**src/rtl/ppwm_pkg.sv**
```systemverilog
package ppwm_pkg;

    // Default width of the count and the compare threshold.
    localparam int CNT_W = 8;

    // Output mode codes: only 2 and 3 drive the pin.
    typedef enum logic [1:0] {
        OM_OFF_A = 2'd0,
        OM_OFF_B = 2'd1,
        OM_TRUE  = 2'd2,
        OM_INV   = 2'd3
    } out_mode_e;

    typedef struct packed {
        logic flag;
    } bflag_t;

endpackage

```
**src/rtl/dslope_counter.sv**
```systemverilog
// Up/down counter that turns at the ceiling and at zero.
module dslope_counter #(
    parameter int W = ppwm_pkg::CNT_W
) (
    input  logic         clk_i,
    input  logic         rst_ni,
    input  logic         tick_i,
    input  logic [W-1:0] top_i,
    output logic [W-1:0] cnt_o,
    output logic [W-1:0] nxt_cnt_o,
    output logic         nxt_up_o,
    output logic         turn_o,
    output logic         bottom_o
);
    localparam logic [W-1:0] ZERO = '0;
    localparam logic [W-1:0] ONE  = {{(W-1){1'b0}}, 1'b1};

    typedef struct packed {
        logic [W-1:0] cnt;
        logic         up;
    } cstate_t;

    cstate_t st_d, st_q;
    logic    turn_d, bottom_d;

    always_comb begin
        st_d     = st_q;
        turn_d   = 1'b0;
        bottom_d = 1'b0;
        if (tick_i) begin
            if (st_q.up) begin
                if (st_q.cnt >= top_i) begin
                    if (st_q.cnt == ZERO) begin
                        // Zero ceiling: park at zero.
                        st_d.cnt = ZERO;
                    end else begin
                        // Ceiling was held for one tick; begin the descent.
                        st_d.cnt = st_q.cnt - ONE;
                        st_d.up  = 1'b0;
                        turn_d   = 1'b1;
                        bottom_d = (st_q.cnt == ONE);
                    end
                end else begin
                    st_d.cnt = st_q.cnt + ONE;
                end
            end else begin
                if (st_q.cnt == ZERO) begin
                    st_d.up  = 1'b1;
                    st_d.cnt = (top_i == ZERO) ? ZERO : ONE;
                end else begin
                    st_d.cnt = st_q.cnt - ONE;
                    bottom_d = (st_q.cnt == ONE);
                end
            end
        end
    end

    always_ff @(posedge clk_i) begin
        if (!rst_ni) begin
            st_q <= '{cnt: ZERO, up: 1'b1};
        end else begin
            st_q <= st_d;
        end
    end

    assign cnt_o     = st_q.cnt;
    assign nxt_cnt_o = st_d.cnt;
    assign nxt_up_o  = st_d.up;
    assign turn_o    = turn_d;
    assign bottom_o  = bottom_d;

endmodule

```
**src/rtl/cmp_buffer.sv**
```systemverilog
// Holding register plus active threshold, reloaded at the turnaround.
module cmp_buffer #(
    parameter int W = ppwm_pkg::CNT_W
) (
    input  logic         clk_i,
    input  logic         rst_ni,
    input  logic         wr_i,
    input  logic [W-1:0] wdata_i,
    input  logic         load_i,
    output logic [W-1:0] act_o,
    output logic [W-1:0] eff_o
);
    typedef struct packed {
        logic [W-1:0] hold;
        logic [W-1:0] act;
    } bstate_t;

    bstate_t st_d, st_q;

    always_comb begin
        st_d = st_q;
        if (wr_i) begin
            st_d.hold = wdata_i;
        end
        if (load_i) begin
            // The value held before this cycle's write is promoted.
            st_d.act = st_q.hold;
        end
    end

    always_ff @(posedge clk_i) begin
        if (!rst_ni) begin
            st_q <= '0;
        end else begin
            st_q <= st_d;
        end
    end

    assign act_o = st_q.act;
    // Threshold that governs the tick in progress.
    assign eff_o = load_i ? st_q.hold : st_q.act;

endmodule

```
**src/rtl/wave_gen.sv**
```systemverilog
// Waveform level register and output polarity selection.
module wave_gen #(
    parameter int W = ppwm_pkg::CNT_W
) (
    input  logic         clk_i,
    input  logic         rst_ni,
    input  logic         tick_i,
    input  logic [W-1:0] nxt_cnt_i,
    input  logic         nxt_up_i,
    input  logic [W-1:0] thr_i,
    input  logic [1:0]   mode_i,
    output logic         pwm_o
);
    import ppwm_pkg::*;

    localparam logic [W-1:0] MIN_V = '0;
    localparam logic [W-1:0] MAX_V = '1;

    typedef struct packed {
        logic lvl;
    } wstate_t;

    wstate_t   st_d, st_q;
    out_mode_e mode;

    always_comb begin
        st_d = st_q;
        if (tick_i) begin
            if (thr_i == MIN_V) begin
                st_d.lvl = 1'b0;
            end else if (thr_i == MAX_V) begin
                st_d.lvl = 1'b1;
            end else if (nxt_up_i) begin
                // Rising: cleared from the match upward.
                st_d.lvl = (nxt_cnt_i < thr_i);
            end else begin
                // Falling: set from the match downward. A turnaround from
                // above the threshold yields low, which supplies any missed
                // rising-match transition.
                st_d.lvl = (nxt_cnt_i <= thr_i);
            end
        end
    end

    always_ff @(posedge clk_i) begin
        if (!rst_ni) begin
            st_q <= '0;
        end else begin
            st_q <= st_d;
        end
    end

    assign mode = out_mode_e'(mode_i);

    always_comb begin
        unique case (mode)
            OM_TRUE: pwm_o = st_q.lvl;
            OM_INV:  pwm_o = ~st_q.lvl;
            default: pwm_o = 1'b0;
        endcase
    end

endmodule

```
**src/rtl/pwm_timer.sv**
```systemverilog
module pwm_timer #(
    parameter int W = ppwm_pkg::CNT_W
) (
    input  logic         clk_i,
    input  logic         rst_ni,
    input  logic         tick_i,
    input  logic         top_sel_i,
    input  logic [W-1:0] top_val_i,
    input  logic [1:0]   out_mode_i,
    input  logic         cmp_wr_i,
    input  logic [W-1:0] cmp_val_i,
    input  logic         bot_clr_i,
    output logic         pwm_o,
    output logic [W-1:0] count_o,
    output logic         bot_flag_o
);
    import ppwm_pkg::*;

    localparam logic [W-1:0] FULL = '1;

    logic [W-1:0] top_eff;
    logic [W-1:0] nxt_cnt;
    logic         nxt_up;
    logic         turn;
    logic         bottom;
    logic [W-1:0] cmp_act;
    logic [W-1:0] cmp_eff;

    bflag_t fl_d, fl_q;

    assign top_eff = top_sel_i ? top_val_i : FULL;

    dslope_counter #(.W(W)) u_cnt (
        .clk_i    (clk_i),
        .rst_ni   (rst_ni),
        .tick_i   (tick_i),
        .top_i    (top_eff),
        .cnt_o    (count_o),
        .nxt_cnt_o(nxt_cnt),
        .nxt_up_o (nxt_up),
        .turn_o   (turn),
        .bottom_o (bottom)
    );

    cmp_buffer #(.W(W)) u_cmp (
        .clk_i  (clk_i),
        .rst_ni (rst_ni),
        .wr_i   (cmp_wr_i),
        .wdata_i(cmp_val_i),
        .load_i (turn),
        .act_o  (cmp_act),
        .eff_o  (cmp_eff)
    );

    wave_gen #(.W(W)) u_wave (
        .clk_i    (clk_i),
        .rst_ni   (rst_ni),
        .tick_i   (tick_i),
        .nxt_cnt_i(nxt_cnt),
        .nxt_up_i (nxt_up),
        .thr_i    (cmp_eff),
        .mode_i   (out_mode_i),
        .pwm_o    (pwm_o)
    );

    // Sticky bottom flag; an arrival in the same cycle as a clear wins.
    always_comb begin
        fl_d = fl_q;
        if (bot_clr_i) begin
            fl_d.flag = 1'b0;
        end
        if (bottom) begin
            fl_d.flag = 1'b1;
        end
    end

    always_ff @(posedge clk_i) begin
        if (!rst_ni) begin
            fl_q <= '0;
        end else begin
            fl_q <= fl_d;
        end
    end

    assign bot_flag_o = fl_q.flag;

endmodule

```
**config.mk**
```make
export PLATFORM = sky130hd
export DESIGN_NAME = pwm_timer
export DESIGN_NICKNAME = d
export VERILOG_FILES = /design/src/rtl/ppwm_pkg.sv /design/src/rtl/dslope_counter.sv /design/src/rtl/cmp_buffer.sv /design/src/rtl/wave_gen.sv /design/src/rtl/pwm_timer.sv
export SDC_FILE = /design/constraint.sdc
export NUM_CORES = 1
export LEC_CHECK = 0
export ABC_CLOCK_PERIOD_IN_PS = 4460
export BUFFER_PORTS_ARGS = -buffer_cell sky130_fd_sc_hd__buf_2
export CAP_MARGIN = 25
export CORE_MARGIN = 2
export CORE_UTILIZATION = 50
export CTS_CLUSTER_SIZE = 12
export DETAILED_ROUTE_END_ITERATION = 10
export MAX_ROUTING_LAYER = met4
export PLACE_DENSITY = 0.7
export SKIP_LAST_GASP = 1
export SLEW_MARGIN = 10
export SYNTH_ARGS = -nofsm -noshare
export SYNTH_HDL_FRONTEND = slang
export SYNTH_SLANG_ARGS = --single-unit
```
**constraint.sdc**
```tcl
create_clock -name clk_i -period 4.46 [get_ports clk_i]
set_clock_uncertainty 0.05 [all_clocks]
set_input_delay 0.446 -clock clk_i [delete_from_list [all_inputs] [get_ports clk_i]]
set_output_delay 0.446 -clock clk_i [all_outputs]
set_load 0.03 [all_outputs]
```
# ---- After elaboration in Yosys (flattened, before gate mapping)
# Cells that the tools add are included.
dict set report word_totals {
  reg_bits 27
  inputBits 24
  output_inout_bits 10
  elab_cells 44
}
dict set report op_classes {
  addsub 2
  magnitude_cmp 3
  eq_ne 4
  mux 24
  bitwise 1
  reduce_logical 4
}
# op count
set op_table {}
lappend op_table {{8-bit 2-to-1 mux} 5}
lappend op_table {{8-bit logical NOT} 3}
lappend op_table {{9-bit 2-to-1 mux} 2}
lappend op_table {{1-bit 2-to-1 mux} 16}
lappend op_table {{8-bit by 1-bit adder with 8-bit output, second input constant} 1}
lappend op_table {{8-bit by 1-bit equality test with 1-bit output, second input constant} 1}
lappend op_table {{8-bit equality test, second input constant} 1}
lappend op_table {{8-bit >= comparator} 1}
lappend op_table {{8-bit less-or-equal comparator} 1}
lappend op_table {{8-bit less-than comparator} 1}
lappend op_table {{8-bit by 1-bit subtractor with 8-bit output, second input constant} 1}
lappend op_table {{2-bit equality test, second input constant} 2}
lappend op_table {{1-bit case mux with 2 select lines} 1}
lappend op_table {{2-bit nonzero test} 1}
lappend op_table {{1-bit NOT} 1}

# ---- Longest topological paths before layout
dict set report depth {
  word_depth 10
  depth_mapped 17
  ltp_nobuf 16
}

# ---- By module
# From an unflattened synthesis, not the netlist that was laid out.
dict set report hier_totals {
  hier_cells 259
  hier_area_um2 2215.9
}
# mod instances cells_each area_each_um2 seq_area_each_um2
set by_module_without_submodules {}
lappend by_module_without_submodules {dslope_counter 1 147 1122.3 180.2}
lappend by_module_without_submodules {cmp_buffer 1 59 703.2 320.3}
lappend by_module_without_submodules {wave_gen 1 42 299.0 20.0}
lappend by_module_without_submodules {pwm_timer 1 11 91.3 20.0}

# ---- Least setup slack after synthesis
# No wires, ideal clock.
dict set report synth_timing {
  path_kind {input-to-reg}
  startpoint {input top_sel_i}
  endpoint {register u_wave.st_q}
  setup_time_ps 87
  t_arrival_ps 3269
  required_time_ps 4323
  setup_slack_ps 1054
  stages 16
  path_buffers 1
  cell_sequence {nor2b_1 -> ha_1 -> and3_1 -> o21ai_1 -> a311oi_2 -> o21ai_0 -> buf_4 -> o22ai_1 -> nand2_1 -> o21ai_0 -> ha_1 -> a21o_1 -> a21o_1 -> a211oi_1 -> a41oi_1 -> o31ai_1}
}
dict set report synth_between {
  word_cells_on_any_way 20
  cone_classes {order compare (3); eq/ne (1); mux (14); reduce/logical (2)}
}
# item line_no
set synth_rtl {}
lappend synth_rtl {{from (decl)} pwm_timer.sv:7} ;# input logic top_sel_i,
lappend synth_rtl {{8-bit 2-to-1 mux *} pwm_timer.sv:31} ;# assign top_eff = top_sel_i ? top_val_i : FULL;
lappend synth_rtl {{8-bit >= comparator *} dslope_counter.sv:32} ;# if (st_q.cnt >= top_i) begin
lappend synth_rtl {{8-bit 2-to-1 mux *} dslope_counter.sv:32}
lappend synth_rtl {{9-bit 2-to-1 mux *} dslope_counter.sv:31} ;# if (st_q.up) begin
lappend synth_rtl {{9-bit 2-to-1 mux *} dslope_counter.sv:30} ;# if (tick_i) begin
lappend synth_rtl {{net nxt_cnt[5]} pwm_timer.sv:22} ;# logic [W-1:0] nxt_cnt;
lappend synth_rtl {{8-bit less-or-equal comparator or 8-bit less-than comparator (tied branches)} {wave_gen.sv:40, wave_gen.sv:35}}
lappend synth_rtl {{1-bit 2-to-1 mux *} wave_gen.sv:33} ;# end else if (nxt_up_i) begin
lappend synth_rtl {{1-bit 2-to-1 mux *} wave_gen.sv:31} ;# end else if (thr_i == MAX_V) begin
lappend synth_rtl {{1-bit 2-to-1 mux *} wave_gen.sv:29} ;# if (thr_i == MIN_V) begin
lappend synth_rtl {{to (signal assigned)} wave_gen.sv:49} ;# st_q <= st_d;
lappend synth_rtl {{to (decl)} wave_gen.sv:23} ;# wstate_t st_d, st_q;
# Mark *: on every way through the listed nets, which the timed path passes. The rest lies on a longest branch.
# A chain may end at the register's enable or synchronous reset.

# ---- Worst setup path after layout
dict set report layout_timing {
  startpoint {register u_cnt.st_q (netlist bit u_cnt.cnt_o[0])}
  endpoint {register u_wave.st_q}
}
dict set report layout_between {
  elab_chain_cells 10
  word_cells_on_any_way 23
  cone_classes {add/sub (2); order compare (3); eq/ne (1); mux (15); reduce/logical (2)}
}
# item line_no
set layout_lines {}
lappend layout_lines {{from (decl)} dslope_counter.sv:23} ;# cstate_t st_d, st_q;
lappend layout_lines {{from (signal assigned)} dslope_counter.sv:60} ;# st_q <= '{cnt: ZERO, up: 1'b1};
lappend layout_lines {{from (signal assigned)} dslope_counter.sv:62} ;# st_q <= st_d;
lappend layout_lines {{branches (longest 9 deep; another with 8-bit by 1-bit subtractor with 8-bit output)} -}
lappend layout_lines {{1-bit 2-to-1 mux *} wave_gen.sv:29}
# Mark *: on every way between the ends.

==> impl_metrics.env <==
export IMPL_worstHoldPathCells=3
export IMPL_drtAntennaViolNets=0
export IMPL_io_pins=34
export IMPL_endpoint_kind="flip-flop"
export IMPL_critPathArrivalTime_ns=3.81
export IMPL_min_period_ns=3.67
export IMPL_grt_max_degree=28
export IMPL_powerDensity_nw_per_um2=217
export IMPL_final_area_um2=2150
export IMPL_maxCapViolCount=0
export IMPL_cts_max_path_buffers=2
export IMPL_worstSetupPathType="flip-flop to flip-flop"
export IMPL_yosysTopAreaCell="dfxtp_1"
export IMPL_grt_usage=0.219
export IMPL_power_leakage_nw=1.02
export IMPL_grt_pass1_wl_um=7330
export IMPL_cp_num_buf_inv=1
export IMPL_synthCells=232
export IMPL_antenna_cells=0
export IMPL_area_growth_pct=8.72
export IMPL_core_region_area_um2=3740
export IMPL_ys_types=46
export IMPL_synthArstFlopShare=0
export IMPL_timing_rr_end="u_wave.st_q$_SDFFE_PN0P_"
export IMPL_cts_resized_gates=0
export IMPL_synth_compound_area_frac=0.167
export IMPL_drtPass1Iterations=4
export IMPL_numCtsBuffers=3
export IMPL_ys_flop_type="dfxtp_1"
export IMPL_fp_dieH_um=66.9
export IMPL_whs_ns=0.374
export IMPL_start_util=0.529
export IMPL_drive_gt1_frac=0.179
export IMPL_status="finished clean"
export IMPL_ys_ff_latch=27
export IMPL_slowest_delay_ns=0.66
export IMPL_synth_most_common_cell="dfxtp_1"
export IMPL_via_per_inst=5.77
export IMPL_avgSynthCellArea_um2=8.54
export IMPL_synth_edf_count=0
export IMPL_synthTopCellsByArea="dfxtp_1, ha_1, nor2b_1"
export IMPL_rsz0062_at_grt="no"
export IMPL_fmax_mhz=272
export IMPL_routed_wl_um=4200
export IMPL_crit_required_ns=4.60
export IMPL_cpLargestDelayFamily="compound AO/OA/AOI/OAI gates"
export IMPL_regToRegSetupSlack_ns=0.79
export IMPL_setup_tns_final_ns=0
export IMPL_gp_congestion=0.799
export IMPL_yosysWarnings=0
export IMPL_antenna_found_initial=0
export IMPL_syn_cell_area_um2=1980
export IMPL_r2r_start="u_cnt.cnt_o[0]$_SDFF_PN0_"
export IMPL_tritoncts="built"
export IMPL_synth_top_family_by_area="simple AND/OR/NAND/NOR gates"
export IMPL_hpwlAfterDp_um=3270
export IMPL_reg2reg_depth=13
export IMPL_cp_start_kind="flip-flop"
export IMPL_cts_root_buf="clkbuf_8"
export IMPL_synthAdderAreaFrac=0.120
export IMPL_whs_endpoint="u_cmp.st_q[11]$_SDFFE_PN0P_"
export IMPL_syn_num_nets=275
export IMPL_placementRows=22
export IMPL_hold_start="cmp_val_i[3]"
export IMPL_gr_total_overflow=0
export IMPL_synthMuxAreaShare=0.0941
export IMPL_hold_viol=0
export IMPL_ys_seq_area_frac=0.273
export IMPL_vias=1730
export IMPL_crit_chain="inv_1 -> ha_1 -> and3_1 -> o21ai_1 -> a311oi_2 -> o2111ai_2 -> mux2i_1 -> ha_1 -> a21o_1 -> a21o_1 -> a211oi_1 -> a41oi_1 -> o31ai_1"
export IMPL_synthSimpleGateAreaFrac=0.274
export IMPL_max_slew_margin=0.504
export IMPL_first_global_vias=1608
export IMPL_clkSinkCount=27
export IMPL_tightest_slew_ns=0.745
export IMPL_totalPowerFinal_uw=468
export IMPL_synth_common_cells="dfxtp_1, nor2b_1, ha_1"
export IMPL_cts_clk_slew_worst_paths_ns=0.09
export IMPL_clock_latency_ns=0.27
export IMPL_drc=0
export IMPL_cts_hold_buf=0
export IMPL_final_nets=296
export IMPL_cts_max_level=1
export IMPL_crit_slowest_cell="o2111ai_2"
export IMPL_fin_crit_sh=0.823
export IMPL_dieArea_um2=4480
export IMPL_crit_fanout=12
export IMPL_io_buffers=33
export IMPL_placed_area_um2=2110
export IMPL_slew_violations=0
export IMPL_hold_class="primary input to flip-flop"
export IMPL_vdd_drop_max_uv=161
export IMPL_wl_per_cell_um=14.0
export IMPL_drt_iter0_drc=120
export IMPL_synth_xor_area_frac=0.00442
export IMPL_die_w_um=66.9
export IMPL_synth_top_area_frac=0.273
export IMPL_postCtsSetupRepairBufs=0
export IMPL_nFillCells=379
export IMPL_setup_violations=0
[worst min-delay path: stages]
cell and delay [ns]:
buf_2 0.07, mux2i_1 0.05, nor2b_1 0.09
[where the power goes]
| group | switching [mW] | leakage (nW) | internal [mW] |
|---|---|---|---|
| Combinational | 0.0421 | 0.774 | 0.0331 |
| Sequential | 0.00741 | 0.220 | 0.247 |
| Clock | 0.0745 | 0.0228 | 0.0641 |
[area by class of cell]
cell class	instances	area, um^2	share of cell area
Timing Repair Buffer	34	173	0.0802
Multi-Input combinational cell	179	1310	0.606
Tap cell	48	60.1	0.0279
Inverter	8	30.0	0.0139
Sequential cell	27	541	0.251
Clock buffer	4	45.0	0.0209
[registers in the layout, summed over array words and instances (netlist names)]
register and cells:
bot_flag_o 1, u_wave.st_q 1, u_cnt.st_q 1, u_cnt.cnt_o 8
u_cmp.st_q 8, u_cmp.act_o 8
[kinds of logic after synthesis]
group,after synthesis
xor gates and xnor gates,1
DFF,27
muxes,18
and+or+nand+nor,97
AOI/OAI and AO/OA,44
buffers and inverters,26
adders and majority gates,19
[per-layer routing]
layer / wire length (um) / vias up / track usage
li1: - / 883 / -
met4: 51 / 0 / 0.0638
met5: 0 / - / -
met3: 230 / 6 / 0.0456
met1: 2030 / 802 / 0.297
met2: 1890 / 39 / 0.330
[through the flow]
step,worst slack (ns),util,std cells
after floorplan,1.05,-,232
after global placement,0.734,0.563,296
after detailed placement,0.636,0.563,296
after CTS,0.821,0.575,300
after global routing,0.536,0.575,300
final,0.789,0.575,300
[how the worst max path moves through the flow]
stage / start / end / cells past startpoint
floorplan: top_sel_i / u_wave.st_q$_SDFFE_PN0P_ / 16
global placement: top_sel_i / u_wave.st_q$_SDFFE_PN0P_ / 17
detailed placement: top_sel_i / u_wave.st_q$_SDFFE_PN0P_ / 14
CTS: u_cnt.cnt_o[0]$_SDFF_PN0_ / u_wave.st_q$_SDFFE_PN0P_ / 13
global route: u_cnt.cnt_o[0]$_SDFF_PN0_ / u_wave.st_q$_SDFFE_PN0P_ / 13
finish: u_cnt.cnt_o[0]$_SDFF_PN0_ / u_wave.st_q$_SDFFE_PN0P_ / 13
[placed cells by master (no fill, tap or decap), types with 2 or more instances in the layout]
master     n
and2_1    11
o22ai_1    2
nor4_1     7
buf_2     33
nand2b_1   2
inv_1      8
a211oi_1   2
nand2_1   17
ha_1      19
clkbuf_8   3
and3_1     6
nand3_1    6
mux2i_1   16
nor2b_1   26
a21o_1     2
o221ai_1   5
a2bb2o_1   2
a21oi_1    4
o41ai_1    2
nor2_1     6
o21ai_0   11
nand4_1    6
nor3_1     6
dfxtp_1   27
Note: power is estimated with default switching activity, not from simulation.
